File: src/rtl/cvt_pkg.sv
package cvt_pkg;

  typedef enum logic [1:0] {
    MODE_F32_TO_I32 = 2'd0,
    MODE_I32_TO_F32 = 2'd1,
    MODE_F16_TO_I16 = 2'd2,
    MODE_I16_TO_F16 = 2'd3
  } cvtMode_e;

  typedef struct packed {
    logic     capture;
    logic     commit;
    cvtMode_e mode;
  } cvtStrobe_t;

  // binary32 -> int32, toward zero, sign-directed saturation for NaN/inf/range
  function automatic logic [31:0] f32ToInt(input logic [31:0] f);
    logic [7:0]  ex;
    logic [7:0]  e;
    logic [31:0] mag;
    ex = f[30:23];
    if (ex >= 8'd158) return f[31] ? 32'h8000_0000 : 32'h7FFF_FFFF;
    if (ex < 8'd127) return 32'd0;
    e   = ex - 8'd127;
    mag = {8'd0, 1'b1, f[22:0]};
    if (e >= 8'd23) mag = mag << (e - 8'd23);
    else            mag = mag >> (8'd23 - e);
    return f[31] ? (~mag + 32'd1) : mag;
  endfunction

  // binary16 -> int16
  function automatic logic [15:0] f16ToInt(input logic [15:0] f);
    logic [4:0]  ex;
    logic [4:0]  e;
    logic [15:0] mag;
    ex = f[14:10];
    if (ex >= 5'd30) return f[15] ? 16'h8000 : 16'h7FFF;
    if (ex < 5'd15) return 16'd0;
    e   = ex - 5'd15;
    mag = {5'd0, 1'b1, f[9:0]};
    if (e >= 5'd10) mag = mag << (e - 5'd10);
    else            mag = mag >> (5'd10 - e);
    return f[15] ? (~mag + 16'd1) : mag;
  endfunction

  // int32 -> binary32, round to nearest even
  function automatic logic [31:0] int32ToF32(input logic [31:0] v);
    logic [31:0] mag;
    logic [31:0] norm;
    logic [4:0]  lead;
    logic [30:0] body;
    logic        up;
    if (v == 32'd0) return 32'd0;
    mag  = v[31] ? (~v + 32'd1) : v;
    lead = 5'd0;
    for (int i = 0; i < 32; i++) if (mag[i]) lead = 5'(i);
    norm = mag << (5'd31 - lead);
    up   = norm[7] & ((|norm[6:0]) | norm[8]);
    body = {8'd127 + {3'd0, lead}, norm[30:8]} + {30'd0, up};
    return {v[31], body};
  endfunction

  // int16 -> binary16, round to nearest even
  function automatic logic [15:0] int16ToF16(input logic [15:0] v);
    logic [15:0] mag;
    logic [15:0] norm;
    logic [3:0]  lead;
    logic [14:0] body;
    logic        up;
    if (v == 16'd0) return 16'd0;
    mag  = v[15] ? (~v + 16'd1) : v;
    lead = 4'd0;
    for (int i = 0; i < 16; i++) if (mag[i]) lead = 4'(i);
    norm = mag << (4'd15 - lead);
    up   = norm[4] & ((|norm[3:0]) | norm[5]);
    body = {5'd15 + {1'b0, lead}, norm[14:5]} + {14'd0, up};
    return {v[15], body};
  endfunction

endpackage

File: src/rtl/cvt_ctrl.sv
module cvt_ctrl
  import cvt_pkg::*;
(
  input  logic       clk,
  input  logic       rstN,
  input  logic       inValid,
  input  logic [1:0] inMode,
  output cvtStrobe_t stb,
  output logic       outValid
);
  logic     validS1;
  logic     validS2;
  cvtMode_e modeS1;

  always_ff @(posedge clk or negedge rstN) begin
    if (!rstN) begin
      validS1 <= 1'b0;
      validS2 <= 1'b0;
      modeS1  <= MODE_F32_TO_I32;
    end else begin
      validS1 <= inValid;
      validS2 <= validS1;
      if (inValid) modeS1 <= cvtMode_e'(inMode);
    end
  end

  always_comb begin
    stb.capture = inValid;
    stb.commit  = validS1;
    stb.mode    = modeS1;
  end

  assign outValid = validS2;
endmodule

File: src/rtl/cvt_datapath.sv
module cvt_datapath
  import cvt_pkg::*;
#(
  parameter int DATA_W = 64
) (
  input  logic              clk,
  input  logic              rstN,
  input  cvtStrobe_t        stb,
  input  logic [DATA_W-1:0] inData,
  output logic [DATA_W-1:0] outData
);
  localparam int SLICES = DATA_W / 32;

  logic [DATA_W-1:0] opndS1;
  logic [DATA_W-1:0] resNext;

  always_ff @(posedge clk or negedge rstN) begin
    if (!rstN)            opndS1 <= '0;
    else if (stb.capture) opndS1 <= inData;
  end

  for (genvar k = 0; k < SLICES; k++) begin : g_slice
    logic [31:0] sliceIn;
    logic [31:0] sliceOut;
    assign sliceIn = opndS1[32*k +: 32];
    always_comb begin
      case (stb.mode)
        MODE_F32_TO_I32: sliceOut = f32ToInt(sliceIn);
        MODE_I32_TO_F32: sliceOut = int32ToF32(sliceIn);
        MODE_F16_TO_I16: sliceOut = {f16ToInt(sliceIn[31:16]), f16ToInt(sliceIn[15:0])};
        default:         sliceOut = {int16ToF16(sliceIn[31:16]), int16ToF16(sliceIn[15:0])};
      endcase
    end
    assign resNext[32*k +: 32] = sliceOut;
  end

  always_ff @(posedge clk or negedge rstN) begin
    if (!rstN)           outData <= '0;
    else if (stb.commit) outData <= resNext;
  end
endmodule

File: src/rtl/lane_fpint_cvt.sv
module lane_fpint_cvt
  import cvt_pkg::*;
#(
  parameter int DATA_W = 64
) (
  input  logic              clk,
  input  logic              rstN,
  input  logic              inValid,
  input  logic [1:0]        inMode,
  input  logic [DATA_W-1:0] inData,
  output logic              outValid,
  output logic [DATA_W-1:0] outData
);
  cvtStrobe_t stb;

  cvt_ctrl u_ctrl (
    .clk      (clk),
    .rstN     (rstN),
    .inValid  (inValid),
    .inMode   (inMode),
    .stb      (stb),
    .outValid (outValid)
  );

  cvt_datapath #(.DATA_W(DATA_W)) u_dp (
    .clk     (clk),
    .rstN    (rstN),
    .stb     (stb),
    .inData  (inData),
    .outData (outData)
  );
endmodule

File: config.mk
export PLATFORM = sky130hd
export DESIGN_NAME = lane_fpint_cvt
export DESIGN_NICKNAME = d
export VERILOG_FILES = /design/src/rtl/cvt_pkg.sv /design/src/rtl/cvt_ctrl.sv /design/src/rtl/cvt_datapath.sv /design/src/rtl/lane_fpint_cvt.sv
export SDC_FILE = /design/constraint.sdc
export NUM_CORES = 2
export LEC_CHECK = 0
export ABC_AREA = 1
export BUFFER_PORTS_ARGS = -buffer_cell sky130_fd_sc_hd__buf_2
export CORE_MARGIN = 1
export CORE_UTILIZATION = 55
export CTS_CLUSTER_SIZE = 14
export DETAILED_ROUTE_END_ITERATION = 12
export PLACE_DENSITY = 0.8
export SYNTH_ARGS = -nofsm -noshare
export SYNTH_HDL_FRONTEND = slang
export SYNTH_SLANG_ARGS = --single-unit
File: constraint.sdc
create_clock -name clk -period 9.7 [get_ports clk]
set_input_delay 0.97 -clock clk [delete_from_list [all_inputs] [get_ports clk]]
set_output_delay 0.97 -clock clk [all_outputs]
set_load 0.01 [all_outputs]
* Word level (Yosys, flattened, before mapping)
Cells that the tools add are included.
Operators by class: add/subtract/negate cells 48, magnitude comparators 18, eq/ne operators 2, shift operators 18, muxes and demuxes 256, bitwise logic cells 24, reduce and logical (&&, ||, !) cells 14
Operator list (count):
- $mux 16 | 52
- $mux 32 | 26
- $mux 4 | 56
- $pmux 32 s3 | 2
- $mux 5 | 36
- $add 16x1->16 const B | 8
- $add 32x1->32 const B | 4
- $not 16->16 | 8
- $not 32->32 | 4
- $mux 3 | 24
- $logic_not 16->1 | 4
- $logic_not 32->1 | 2
- $shl 11x5->16 | 4
- $shl 16x4->15 | 4
- $shl 24x8->32 | 2
- $shl 32x5->31 | 2
- $shr 11x5->16 | 4
- $shr 24x8->32 | 2
- $add 31x1->31 | 2
- $add 15x1->15 | 4
- $mux 1 | 48
- $sub 5x4->5 const B | 8
- $mux 2 | 12
- $add 4x4->5 const A | 4
- other kinds (21) | 58
Word-level totals: bits in registers 132, bits of input ports 69, output and inout port bits 65, logic and storage cells 385

* Logic depth before layout (Yosys ltp)
depth in word-level cells 44, depth in mapped cells 58

* By module
From an unflattened synthesis, not the netlist that was laid out.
Second synthesis, totals: cells, all modules 6472, area total of the unflattened synthesis 33398.3 um2
Modules (own cells, without submodules):
- cvt_datapath | times used 1, cells an instance 6459, area an instance 33256.9 um2, seq. area each 3203.1 um2
- cvt_ctrl | times used 1, cells an instance 13, area an instance 141.4 um2, seq. area each 100.1 um2

* Least setup slack after synthesis
OpenSTA, ideal clock, no wires.
path kind register -> register, start register u_dp.opndS1[55], end register u_dp.outData[60], setup time 0.113 ns, arrival time 5.219 ns, required time 9.587 ns, path slack 4.368 ns, cell stages (with the launch flop) 43, buffers on the path 6, period minus slack after synthesis 5.332 ns, cells stage by stage dfrtp_1 clkbuf_2 nand3_2 xor2_1 buf_2 inv_1 clkbuf_1 buf_1 clkbuf_1 ha_1 inv_1 nand2_2 xor2_2 inv_2 nand2_4 buf_6 nor2_1 a31oi_1 (+7 left out) nand3_2 nor2_1 nand2_1 nor3_2 nand2_2 nor2_4 nand2_2 nand2_2 nand2_2 nor2_4 nand2_1 or2_0 nand3_1 nand3_1 inv_1 nand3_1 nand2_1 inv_1
Between the ends: word-level cells in the longest chain between the ends 22, elaborated cells between the ends (all ways) 85, those cells by class add/sub: 13; order compare: 3; shift: 6; mux: 51; bitwise: 8; reduce/logical: 4
RTL lines:
- from (decl) | line cvt_datapath.sv:14 | logic [DATA_W-1:0] opndS1;
- from (signal assigned) | line cvt_datapath.sv:19 | else if (stb.capture) opndS1 <= inData;
- $not 32->32 or $not 16->16 (tied branches) | line cvt_pkg.sv:54, cvt_pkg.sv:71
- $add 32x1->32 or $add 16x1->16 (tied branches) | line cvt_pkg.sv:54, cvt_pkg.sv:71
- $mux 32 or $mux 16 (tied branches) | line cvt_pkg.sv:54, cvt_pkg.sv:71
- $mux 5 or $mux 3 (tied branches) | line cvt_pkg.sv:56, cvt_pkg.sv:73
- $mux 5 or $mux 4 (tied branches) (8 in a row) | line cvt_pkg.sv:56, cvt_pkg.sv:73
- $mux 5 or $mux 4 (tied branches) | line cvt_pkg.sv:54, cvt_pkg.sv:71
- $mux 5 or $mux 4 (tied branches) | line cvt_datapath.sv:27 | case (stb.mode)
- $sub 5x5->5 or $sub 4x4->4 (tied branches) | line cvt_pkg.sv:57, cvt_pkg.sv:74
- $shl 32x5->31 or $shl 16x4->15 (tied branches) | line cvt_pkg.sv:57, cvt_pkg.sv:74
- $reduce_or 7->1 or $reduce_or 4->1 (tied branches) | line cvt_pkg.sv:58, cvt_pkg.sv:75
- $or 1x1->1 (on tied branches) | line cvt_pkg.sv:58, cvt_pkg.sv:75
- $and 1x1->1 (on tied branches) | line cvt_pkg.sv:58, cvt_pkg.sv:75
- $add 31x1->31 or $add 15x1->15 (tied branches) | line cvt_pkg.sv:59, cvt_pkg.sv:76
- $mux 32 or $mux 16 (tied branches) | line cvt_pkg.sv:54, cvt_pkg.sv:71
- $pmux 32 s3 (*) | line cvt_datapath.sv:27
- to (signal assigned) | line cvt_datapath.sv:39 | else if (stb.commit) outData <= resNext;
- to (decl) | line cvt_datapath.sv:10 | output logic [DATA_W-1:0] outData
Mark *: on every way between the ends. The rest lies on a longest branch, timed or not. The select of a mux whose other input is x is not followed. A chain may end at the register's enable or synchronous reset.

* Worst setup path in the final report
start register u_dp.opndS1[23], end register u_dp.outData[24]
The elaborated chain is that of the path after synthesis.

==> impl_results.md <==
- CP Launch Type: flip-flop
- Met3 Routed Length: 23520 um
- Slew @ Worst Pin: 1.436 ns
- Post-synthesis cell area: 33580 um^2
- Synth async-reset ratio: 1.000
- Root buf cell: clkbuf_16
- Crit path capture type: flip-flop
- Core area: 60360 um^2
- # clock sinks: 132
- Distinct cells, synth: 79
- Min setup slack post-route: 1.661 ns
- Gr ovfl total: 0
- 1st-iter DRT viols: 7348
- TritonRoute pass-1 iters: 10
- Largest cells by area after synthesis: nand2_1 (21%), nand3_1 (11%), o21ai_0 (11%)
- NumNets Final: 6509
- Total CTS buffers: 17
- Die Span X: 249.1 um
- H-tree Lvls: 4
- Largest net degree at the start of global routing: 75
- Dpl cells: 7124
- Leak: 0.01704 uW
- Port bufs: 133
- WL per Instance: 19.82 um
- Hold crit path type: reg2reg
- Post CTS Setup Buffer Count: 0
- CP dominant cell by count: inv_1
- Delay-heaviest family, CP: simple AND/OR/NAND/NOR gates
- VDD IR max: 0.0001673 V
- Ports: 134
- Vias in the first global route: 38060
- Reg2reg setup slack: 1.66 ns
- F_max: 0.1244 GHz
- Most frequent cells in the layout: nand2_1 (1880), nand3_1 (739), o21ai_0 (728)
- DRC viols: 0
- Fin. Hold Viols: 0
- Final min period: 8.039 ns
- GP Congestion: 1.095
- WL final: 141900 um
- Top cell type by total area after synthesis: nand2_1
- Cell count after synthesis: 6495
- Pwr dens: 188.5 nW/um^2
- R2R Path Start: u_dp.opndS1[23]
- Sequential area share after synthesis: 0.09836
- Dpl ws: 2.064 ns
- Crit path buf inv count: 10
- Die Span Y: 249.1 um
- Critical path fanouts, max: 48
- Hold Path Cell Cnt: 2
- Power Total: 6530 uW
- Cts-stage hold buffer count: 0
- Slew HR: 0.03033
- Share of layout cells above drive strength 1: 0.06965
- Post-DP HPWL: 111900 um
- Clock slew at reported path FFs: 0.07 ns
- Mean Syn Cell Area: 5.170 um^2
- Total number of vias: 44520
- Critical path class: reg2reg
- Die ar.: 62050 um^2
- # rows: 90
- Reg2reg path depth: 36
- Layout Cells excl Fill: 7159
- Worst-case clock buffer depth: 2
- Initial core utilization: 0.5564
- Most used DFF post-synth: dfrtp_1
- WP data arrival: 8.46 ns
- Vias per cell: 6.219
- Slew Limit Fails: 0
- Min-delay src: u_dp.outData[41]
- Synth warn: 0
- Critical Path RT: 10.12 ns
- Fillers: 6466
- Outcome: complete, no violations
- Cts repair resizes: 0
- #FFs+latches synth: 132
- Top Metal Used: met5
- Clk Latency, worst-skew pair: 0.53 ns
- Clk_skew: 0.03606 ns
- Worst Hold End: u_dp.outData[41]
- DRT met1 WL: 60010 um
- Total GRT Usage: 0.4435
- Slowest-stage cell, CP: ha_1
- Setup violations, final: 0
- Synth Net Count: 6642
- Initial antenna violation count: 2
- Synth top area share: 0.2101
- Max_cap viols: 0
- Post-synth EDFFs: 0
- Area growth syn-to-layout: 3.130%
- RR Endpoint: u_dp.outData[24]
- DRT antenna net count: 0
- Met2 wire length: 54220 um
- CTS tree: done
- RSZ-0062 raised after global routing: no
- Commonest non-fill, non-tap cell in the layout: nand2_1
- Max incr delay on CP: 0.99 ns
- First-pass GRT wire length: 218300 um
- Setup TNS: 0 ns
- Tcrit/Tclk final: 0.8288
==> report_power, final <==
group          switching [uW]  internal [uW]  total, uW
Clock                     325            390        716
Sequential                140            644        783
Combinational            3610           1420       5030
Total                    4070           2460       6530
==> per-stage QoR <==
stage / util / area, um^2 / hold slack [ns]
floorplan: - / 33580 / 0.4587
global placement: 0.5638 / 34030 / 0.4518
detailed placement: 0.5639 / 34040 / 0.4553
CTS: 0.5736 / 34620 / 0.4717
global route: 0.5737 / 34630 / 0.4995
finish: 0.5738 / 34630 / 0.4720
==> worst max-delay path by stage <==
stage	to	cells past startpoint	startpoint	slack, ns
2_1_floorplan	u_dp.outData[60]	42	u_dp.opndS1[55]	4.37
3_3_place_gp	u_dp.outData[19]	34	u_dp.opndS1[23]	2.23
3_5_place_dp	u_dp.outData[24]	36	u_dp.opndS1[23]	2.06
4_1_cts	u_dp.outData[24]	36	u_dp.opndS1[23]	2.07
5_1_grt	u_dp.outData[24]	36	u_dp.opndS1[23]	1.0
6_report	u_dp.outData[24]	36	u_dp.opndS1[23]	1.66
==> cell usage after synthesis, types with 78 or more instances <==
master	count
nand2_1	1880
nand3_1	739
o21ai_0	728
inv_1	711
nor2_1	642
a21oi_1	268
clkbuf_1	187
dfrtp_1	132
o21ai_1	110
xor2_1	99
nor3_1	80
ha_1	78
==> layout make-up <==
cell class	count	area (um^2)	share of cell area
Antenna cell	2	5.005	0.0001445
Timing Repair Buffer	181	1030	0.02973
Clock buffer	20	456.7	0.01319
Tap cell	782	978.4	0.02825
Clock inverter	12	130.1	0.003757
Sequential cell	132	3309	0.09556
Inverter	773	2903	0.08381
Multi-Input combinational cell	5257	25820	0.7456
==> layer usage <==
| layer | vias up | global-route usage |
|---|---|---|
| met1 | 20040 | 0.6517 |
| met5 | - | 0 |
| met4 | 2 | 0.1277 |
| met2 | 3037 | 0.6033 |
| met3 | 315 | 0.1451 |
| li1 | 21130 | - |
==> sequential cells by signal, indices dropped and copies added, names as in the netlist <==
register and cells:
u_dp.opndS1 64, u_ctrl.modeS1 2, u_ctrl.validS1 1, u_ctrl.outValid 1, u_dp.outData 64
==> logic make-up (layout without fill, tap and decap cells) <==
logic type | after synthesis | count (layout) | share of synthesized area
muxes | 21 | 21 | 0.006259
other | 0 | 2 | 0
xor gates and xnor gates | 113 | 113 | 0.03014
buffers and inverters | 1106 | 986 | 0.1330
AOI/OAI and AO/OA | 1424 | 1424 | 0.2368
adders and majority gates | 78 | 78 | 0.02906
and+or+nand+nor | 3621 | 3621 | 0.4663
DFF | 132 | 132 | 0.09836
==> worst min-delay path, stage by stage, from the launching register on <==
cell and delay (ns):
dfrtp_1 0.34, o21ai_1 0.06, inv_1 0.04
Note: power is estimated with default switching activity, not from simulation.
